## config.mk

```make
export PLATFORM = sky130hd
export DESIGN_NAME = ctrlreg_if
export DESIGN_NICKNAME = d
export VERILOG_FILES = /design/src/rtl/ctrlreg_pkg.sv /design/src/rtl/ctrlreg_decode.sv /design/src/rtl/ctrlreg_regfile.sv /design/src/rtl/ctrlreg_freqsel.sv /design/src/rtl/ctrlreg_if.sv
export SDC_FILE = /design/constraint.sdc
export NUM_CORES = 1
export LEC_CHECK = 0
export BUFFER_PORTS_ARGS = -buffer_cell sky130_fd_sc_hd__buf_2
export CAP_MARGIN = 20
export CELL_PAD_IN_SITES_DETAIL_PLACEMENT = 1
export CELL_PAD_IN_SITES_GLOBAL_PLACEMENT = 1
export CORE_ASPECT_RATIO = 1.4
export CORE_MARGIN = 5
export CORE_UTILIZATION = 49
export CTS_CLUSTER_SIZE = 30
export DETAILED_ROUTE_END_ITERATION = 16
export GPL_ROUTABILITY_DRIVEN = 0
export PLACE_DENSITY = 0.76
export REMOVE_ABC_BUFFERS = 1
export SLEW_MARGIN = 0
export SYNTH_ARGS = -nofsm -noshare
export SYNTH_HDL_FRONTEND = slang
export SYNTH_SLANG_ARGS = --single-unit
```

## constraint.sdc

```tcl
create_clock -name clk -period 5.2 [get_ports clk]
set_clock_uncertainty 0.15 [all_clocks]
set_input_delay 0.26 -clock clk [delete_from_list [all_inputs] [get_ports clk]]
set_output_delay 0.26 -clock clk [all_outputs]
set_load 0.01 [all_outputs]
```

## src/rtl/ctrlreg_pkg.sv

```systemverilog
// Package ctrlreg_pkg
// Shared definitions for the control-byte front end: the byte layout
// constants and the decoded command record passed from the decoder.
// Assumes an 8-bit control byte whose bit 7 selects the mode.
package ctrlreg_pkg;
    localparam int CTRL_W  = 8;
    localparam int ADDR_W  = 6;
    localparam int MODE_B  = 7;
    localparam int WR_B    = 6;
    localparam int AUXH_B  = 5;
    localparam int AUXL_B  = 4;
    localparam int FSEL_B  = 0;

    typedef struct packed {
        logic              is_reg;
        logic              is_wr;
        logic [ADDR_W-1:0] addr;
        logic              aux_hi;
        logic              aux_lo;
        logic              fsel;
    } cmd_t;
endpackage

```

## src/rtl/ctrlreg_decode.sv

```systemverilog
// Module ctrlreg_decode
// Splits a control byte into its mode-dependent fields. Purely
// combinational; the caller qualifies the result with its valid strobe.
module ctrlreg_decode
    import ctrlreg_pkg::*;
(
    input  logic [CTRL_W-1:0] ctrl,
    output cmd_t              cmd
);
    // Field extraction for both interpretations of bits 6..0.
    always_comb begin
        cmd.is_reg = ctrl[MODE_B];
        cmd.is_wr  = ctrl[MODE_B] & ctrl[WR_B];
        cmd.addr   = ctrl[ADDR_W-1:0];
        cmd.aux_hi = ctrl[AUXH_B];
        cmd.aux_lo = ctrl[AUXL_B];
        cmd.fsel   = ctrl[FSEL_B];
    end
endmodule

```

## src/rtl/ctrlreg_regfile.sv

```systemverilog
// Module ctrlreg_regfile
// Flop-based register file with one write port and three combinational
// read ports (host read plus two for the frequency pair). Each entry
// resets to RST_BASE + index. Assumes write address is in range.
module ctrlreg_regfile #(
    parameter int DATA_W   = 16,
    parameter int ADDR_W   = 6,
    parameter int RST_BASE = 16'h1000
) (
    input  logic              clk,
    input  logic              rst_n,
    input  logic              we,
    input  logic [ADDR_W-1:0] waddr,
    input  logic [DATA_W-1:0] wdata,
    input  logic [ADDR_W-1:0] raddr,
    output logic [DATA_W-1:0] rdata,
    input  logic [ADDR_W-1:0] lo_addr,
    output logic [DATA_W-1:0] lo_data,
    input  logic [ADDR_W-1:0] hi_addr,
    output logic [DATA_W-1:0] hi_data
);
    localparam int DEPTH = 1 << ADDR_W;

    logic [DATA_W-1:0] mem [DEPTH];

    for (genvar i = 0; i < DEPTH; i++) begin : g_entry
        // Entry storage: defined reset value, load on addressed write.
        always_ff @(posedge clk) begin
            if (!rst_n)
                mem[i] <= DATA_W'(RST_BASE + i);
            else if (we && waddr == ADDR_W'(i))
                mem[i] <= wdata;
        end

        AST_ENTRY_HOLD: assert property (@(posedge clk) disable iff (!rst_n)
            !(we && waddr == ADDR_W'(i)) |=> $stable(mem[i]));
    end

    // Read muxes.
    always_comb begin
        rdata   = mem[raddr];
        lo_data = mem[lo_addr];
        hi_data = mem[hi_addr];
    end
endmodule

```

## src/rtl/ctrlreg_freqsel.sv

```systemverilog
// Module ctrlreg_freqsel
// Holds the requested base-frequency pair and the pair in force. The
// request flop has no reset so that it survives one; the active pair is
// copied from it only while reset is asserted.
module ctrlreg_freqsel (
    input  logic clk,
    input  logic rst_n,
    input  logic req_load,
    input  logic req_val,
    output logic active
);
    logic pend = 1'b0;

    // Request capture, kept across reset.
    always_ff @(posedge clk) begin
        if (req_load)
            pend <= req_val;
    end

    // Active pair loads from the request during reset only.
    always_ff @(posedge clk) begin
        if (!rst_n)
            active <= pend;
    end

    AST_FREQ_DEFERRED: assert property (@(posedge clk) disable iff (!rst_n)
        rst_n |=> $stable(active));
endmodule

```

## src/rtl/ctrlreg_if.sv

```systemverilog
// Module ctrlreg_if
// Top of the control-byte front end. Registers a reply for every valid
// exchange: process mode forwards data and echoes requests, register
// mode reads or writes the register file. Outputs hold between
// exchanges. Assumes at most one exchange per clock.
module ctrlreg_if
    import ctrlreg_pkg::*;
#(
    parameter int DATA_W   = 16,
    parameter int RST_BASE = 16'h1000,
    parameter int PAIR1_LO = 36,
    parameter int PAIR2_LO = 38
) (
    input  logic                clk,
    input  logic                rst_n,
    input  logic                cyc_valid,
    input  logic [CTRL_W-1:0]   ctrl_byte,
    input  logic [DATA_W-1:0]   data_in,
    input  logic [DATA_W-1:0]   pd_in,
    output logic [CTRL_W-1:0]   status_byte,
    output logic [DATA_W-1:0]   data_out,
    output logic [DATA_W-1:0]   pd_out,
    output logic                aux_hi,
    output logic                aux_lo,
    output logic [2*DATA_W-1:0] base_freq
);
    localparam logic [ADDR_W-1:0] P1_LO = ADDR_W'(PAIR1_LO);
    localparam logic [ADDR_W-1:0] P1_HI = ADDR_W'(PAIR1_LO + 1);
    localparam logic [ADDR_W-1:0] P2_LO = ADDR_W'(PAIR2_LO);
    localparam logic [ADDR_W-1:0] P2_HI = ADDR_W'(PAIR2_LO + 1);

    cmd_t              cmd;
    logic              pair2;
    logic [DATA_W-1:0] rd_word;
    logic [DATA_W-1:0] f_lo;
    logic [DATA_W-1:0] f_hi;
    logic              pd_cycle;
    logic              rg_cycle;

    ctrlreg_decode u_decode (
        .ctrl (ctrl_byte),
        .cmd  (cmd)
    );

    // Cycle qualification.
    always_comb begin
        pd_cycle = cyc_valid & ~cmd.is_reg;
        rg_cycle = cyc_valid &  cmd.is_reg;
    end

    ctrlreg_regfile #(
        .DATA_W   (DATA_W),
        .ADDR_W   (ADDR_W),
        .RST_BASE (RST_BASE)
    ) u_regfile (
        .clk     (clk),
        .rst_n   (rst_n),
        .we      (rg_cycle & cmd.is_wr),
        .waddr   (cmd.addr),
        .wdata   (data_in),
        .raddr   (cmd.addr),
        .rdata   (rd_word),
        .lo_addr (pair2 ? P2_LO : P1_LO),
        .lo_data (f_lo),
        .hi_addr (pair2 ? P2_HI : P1_HI),
        .hi_data (f_hi)
    );

    ctrlreg_freqsel u_freqsel (
        .clk      (clk),
        .rst_n    (rst_n),
        .req_load (pd_cycle),
        .req_val  (cmd.fsel),
        .active   (pair2)
    );

    // Reply and process-output registers.
    always_ff @(posedge clk) begin
        if (!rst_n) begin
            status_byte <= '0;
            data_out    <= '0;
            pd_out      <= '0;
            aux_hi      <= 1'b0;
            aux_lo      <= 1'b0;
        end else if (pd_cycle) begin
            status_byte <= {1'b0, 1'b0, cmd.aux_hi, cmd.aux_lo, 3'b000, cmd.fsel};
            data_out    <= pd_in;
            pd_out      <= data_in;
            aux_hi      <= cmd.aux_hi;
            aux_lo      <= cmd.aux_lo;
        end else if (rg_cycle) begin
            status_byte <= {1'b1, cmd.is_wr, cmd.addr};
            data_out    <= cmd.is_wr ? data_in : rd_word;
        end
    end

    // Frequency word from the active pair.
    always_comb base_freq = {f_hi, f_lo};

    AST_PD_ACK: assert property (@(posedge clk) disable iff (!rst_n)
        pd_cycle |=> !status_byte[MODE_B] && !status_byte[WR_B]);
    AST_AUX_ECHO: assert property (@(posedge clk) disable iff (!rst_n)
        pd_cycle |=> aux_hi == status_byte[AUXH_B] && aux_lo == status_byte[AUXL_B]);
    AST_REG_HOLD_PD: assert property (@(posedge clk) disable iff (!rst_n)
        rg_cycle |=> $stable(pd_out) && $stable(aux_hi) && $stable(aux_lo));
    AST_REG_TAG: assert property (@(posedge clk) disable iff (!rst_n)
        rg_cycle |=> status_byte[MODE_B] && status_byte[ADDR_W-1:0] == $past(ctrl_byte[ADDR_W-1:0]));
    AST_WR_ECHO: assert property (@(posedge clk) disable iff (!rst_n)
        (rg_cycle && cmd.is_wr) |=> data_out == $past(data_in));
    AST_IDLE_HOLD: assert property (@(posedge clk) disable iff (!rst_n)
        !cyc_valid |=> $stable(status_byte) && $stable(data_out) && $stable(pd_out));
endmodule

```

==> run summary <==
After synthesis the cells add up to 49300 sq um. The final layout contains 3527 nets. The maximum clock path buffer count is 3.

The detailed-route wire length per cell is 32.3 microns. By instance count, the cell type seen most on the critical path is sky130_fd_sc_hd__dlygate4sd3_1. Cells with a size suffix above 1 make up a little under a fifth of the layout. The final critical-path share of the clock period is 76.2%. In this run the most used layer during global routing was met2.

Counting flops and latches in the post-synthesis netlist gives 1068. For this run, the share of the core covered by cells in the final layout is about 55%. In this run, flip-flops and latches consume about 53% of the power. TritonCTS built the clock tree.

The detailed-route via count came out at 31300. The number of synthesized flops with an enable pin came out at 1026. For this run, global-route usage on met1 was measured as 36.0%. The relative contribution of combinational cells to total power came out at 9.0%. The startpoint of the most critical hold path is data_in[15]. The share of the Yosys chip area taken by registers is about 64%.

The remaining antenna violation count is 0. The maximum net fanout on the critical path came out at 81. The area growth from synthesis to layout came out at 10.7%.

The worst path buffer plus inverter count is 4. The clock root buffer master is sky130_fd_sc_hd__clkbuf_16. The leakage power figure came out at 18.6 nW.

The endpoint identified for the worst register-to-register timing path is data_out[9]$_SDFFE_PN0P_. IR analysis of the VDD net gives a maximum drop of roughly 250 uV. The smallest hold slack is about 53 ps.

After synthesis, the largest family of logic cells by area is simple AND/OR/NAND/NOR gates. The number of standard cells after synthesis came out at 3448. The source-to-sink clock delay at the later pin of the worst-skew pair came out at 720 ps. The worst endpoint required time is ~5700 ps. The compound-gate portion of the synthesized area is 3.59%. The detailed router finished its first iteration with 3749 violations. The setup TNS is 0 ps.

The critical path in this run is classified as in2reg. At the worst endpoint, the arrival time is ~4500 ps. Measured against its own limit, the worst slew margin works out to 24.8%.

The count of cells along the worst hold path is 3. Traced cell by cell, the critical path runs through dlygate4sd3_1 -> buf_2 -> buf_4 -> nand3_1 -> nand2b_1 -> a2111oi_0 -> o221ai_1 -> o311ai_0 -> dlygate4sd3_1. The synthesized netlist devotes 0% of its cell area to XOR and XNOR gates. The post-synthesis mux area share came out at 13.6%. In the global route stage, met2 resource usage came out at 48.5%. Setup violations remaining at the end of the flow were counted as 0.

The post-cts hold buffer count is 32. The post-layout worst setup margin is 1240 ps. The total count of hold-check failures in the final report came out at 0.

Grouping stages by cell kind, the critical path spends the most delay in buffers and inverters. The clock input transition at the sequential cells of the worst setup and hold paths is 70 ps. The I/O pin count is 117. The fraction of the mapped netlist area in simple logic gates came out at 15.0%. In this run switching power makes up roughly a quarter of total power. The clock net sink count came out at 1068. The floorplan die width came out at 278 microns.

The number of distinct library cells after synthesis is 54. For this run, the total global-route usage over all layers was measured as 29.0%. The initial antenna violation count is 7.

Global routing used 4.95% of the available met3 tracks. The clock network is responsible for 38.0% of the overall power. The fill cell instance count of the final layout came out at 9495. The area of the core region is 99800 sq um. The die is 385 microns tall. The number of warnings reported in the yosys synthesis log is 0.

The number of cells on the worst reg-to-reg path is 6. The flop-to-flop setup slack came out at 1870 ps. For hold timing, the worst endpoint is data_out[15]$_SDFFE_PN0P_. The post-synthesis area per instance came out at 14.3 sq um.

The row count is ~140. Setup repair after global routing left no endpoint under its margin. The number of global-route vias before repair is 33300. The net switching power figure is approximately 4.6 mW.

The adder and majority gate portion of the synthesized area came out at 0%. The number of buffers inserted by post-CTS setup repair came out at 0. The remaining global-route overflow came out at 0.

The placement-stage worst setup slack is between 1000 and 1500 ps. For this run, design rule violations remaining after detail routing come to 0. The post-detailed-routing wire length came out at 158 mm.

Entering global routing, the biggest net connects 82 pins. After detailed routing, the number of vias per cell comes to 6.40. The max-cap violation count came out at 0. In this run the tool buffered the top-level ports with 116 buffer cells. In this run the critical register-to-register path is launched from u_regfile.mem[52][9]$_SDFFCE_PN0P_. The biggest cell delay along the critical path is 720 ps.

The number of iterations in the first detailed-routing pass came out at 6. The run finished with clean final reports. The kind of path behind the tightest hold check is in2reg. The time the final worst path needs with I/O delays and setup is roughly 4000 ps. The number of pins exceeding their max-slew limit in the final report is 0. The global-route wire length before repair is 230 mm.

The floorplan step defined a die boundary enclosing roughly 110000 sq um. The power density relative to cell area is 345 nW/um^2. Summed over all nets, the half-perimeter wirelength after detailed placement is 101 mm. For the pin with the worst max-slew slack, the measured transition is 1120 ps. The cell with the biggest individual delay on the critical path is sky130_fd_sc_hd__buf_4. The type of origin of the critical path is a primary input. Among all flip-flop cells after synthesis, the most frequent one is sky130_fd_sc_hd__edfxtp_1.

Cell internal power was estimated by the tool at 14.3 mW. CTS built an H-tree with a depth of 3. The initial utilization of the core area, before any placement, comes to 49.4%.

For this run, the top clock speed supported by timing is 252 MHz. After clock tree synthesis, the repair step resized 0 gates. The number of stages on the worst setup path is 9. The clock buffer count from CTS is 98. The category of the worst setup path capture point is a flip-flop.

In the synthesized netlist the async set-or-reset flop fraction comes to 0%.
cell usage after synthesis (all sizes together) (3+ instances only):
library cell  count  area share, %
a21oi            44           0.45
nand3            35           0.37
o21ai            72           0.73
or3             196            2.5
nor2             95           0.72
o2111ai           4          0.071
o22a              7           0.12
a22o             14           0.25
nor2b            22           0.28
a211oi            7           0.11
a2111oi           7           0.12
nor3            130            1.3
o31ai             4          0.061
dfxtp            42            1.7
nand2b            3          0.038
o22ai             3          0.038
o311ai            8           0.14
buf              95            1.4
and2            643            8.2
edfxtp         1026             62
o221ai           15           0.27
clkbuf          276            2.1
mux4            202            9.3
inv               9          0.069
a22oi            50           0.76
nand4            11           0.16
or2               4          0.051
a31oi            20           0.25
mux2             34           0.78
nand2           175            1.3
mux2i           176            3.6
stage by stage:
stage	std cells	power (mW)	cell area, sq um
2_1_floorplan	3077	10.8	47600
3_3_place_gp	4671	11.7	51200
3_5_place_dp	4671	11.8	51200
4_1_cts	4879	18.9	54600
5_1_grt	4880	19.4	54600
6_report	4885	18.9	54600
layer usage:
metal  vias to the layer above  wire [microns]
met5                         -               0
met4                         0           10200
met3                       395           12100
met2                      1548           77800
met1                     16400           57800
li1                      12900               -
worst reg2reg max path, cell delays in order, from the launching register on:
cell	delay (ps)
sky130_fd_sc_hd__edfxtp_1	410
sky130_fd_sc_hd__mux4_2	480
sky130_fd_sc_hd__mux2i_1	510
sky130_fd_sc_hd__o21ai_0	300
sky130_fd_sc_hd__a211oi_1	600
sky130_fd_sc_hd__o31ai_1	170
sky130_fd_sc_hd__dlygate4sd3_1	600
cell usage in the layout, fill, tap and decap left out, types with 9 or more instances in the layout:
cell type,instances
sky130_fd_sc_hd__edfxtp_1,1026
sky130_fd_sc_hd__and2_1,643
sky130_fd_sc_hd__or3_1,195
sky130_fd_sc_hd__mux4_2,192
sky130_fd_sc_hd__mux2i_1,176
sky130_fd_sc_hd__nand2_1,175
sky130_fd_sc_hd__buf_4,150
sky130_fd_sc_hd__nor3_1,130
sky130_fd_sc_hd__buf_2,113
sky130_fd_sc_hd__clkbuf_16,104
sky130_fd_sc_hd__nor2_1,94
sky130_fd_sc_hd__o21ai_1,64
sky130_fd_sc_hd__a22oi_1,50
sky130_fd_sc_hd__a21oi_1,44
sky130_fd_sc_hd__dfxtp_1,42
sky130_fd_sc_hd__mux2_2,34
sky130_fd_sc_hd__nand3_1,34
sky130_fd_sc_hd__dlygate4sd3_1,32
sky130_fd_sc_hd__clkbuf_1,22
sky130_fd_sc_hd__nor2b_1,20
sky130_fd_sc_hd__a31oi_1,20
sky130_fd_sc_hd__clkinv_1,18
sky130_fd_sc_hd__o221ai_1,15
sky130_fd_sc_hd__a22o_1,14
sky130_fd_sc_hd__clkinv_2,13
sky130_fd_sc_hd__mux4_1,10
sky130_fd_sc_hd__nand4_1,9
sky130_fd_sc_hd__buf_12,9
power by group through the flow:
| stage | clock network [mW] | registers [mW] | logic, mW |
|---|---|---|---|
| 3_5_place_dp | 0 | 10.2 | 1.64 |
| 5_1_grt | 7.60 | 10.0 | 1.74 |
| 2_1_floorplan | 0 | 10.1 | 0.730 |
| 4_1_cts | 7.23 | 10.0 | 1.67 |
| 6_report | 7.17 | 10.0 | 1.69 |
| 3_3_place_gp | 0 | 10.1 | 1.60 |
final cells by class:
type | count | area (sq um) | share of cell area (%)
sequential | 1068 | 31700 | 57.9
multi-input combinational | 2000 | 15900 | 29.2
clock buffer | 126 | 2690 | 4.92
timing repair buffer | 307 | 2230 | 4.09
tap | 1320 | 1650 | 3.02
clock inverter | 50 | 410 | 0.751
inverter | 9 | 33.8 | 0.0618
antenna | 5 | 12.5 | 0.0229
kinds of logic after synthesis:
kind of cell | after synthesis
and+or+nand+nor | 1322
buffers and inverters | 380
muxes | 412
DFF | 1068
AOI/OAI and AO/OA | 266
registers in the layout, summed over array words and instances (netlist names):
| signal | cells |
|---|---|
| u_freqsel.pend | 1 |
| u_regfile.mem | 1024 |
| aux_lo | 1 |
| pd_out | 16 |
| status_byte | 8 |
| aux_hi | 1 |
| u_freqsel.active | 1 |
| data_out | 16 |
worst max-delay path by stage:
stage                    from                                  to
floorplan           cyc_valid  u_regfile.mem[60][0]$_SDFFCE_PN0P_
global placement    cyc_valid  u_regfile.mem[55][2]$_SDFFCE_PN1P_
detailed placement  cyc_valid  u_regfile.mem[52][2]$_SDFFCE_PN1P_
CTS                     rst_n            data_out[7]$_SDFFE_PN0P_
global route        cyc_valid  u_regfile.mem[54][2]$_SDFFCE_PN1P_
finish                  rst_n            data_out[7]$_SDFFE_PN0P_
Note: power is estimated with default switching activity, not from simulation.
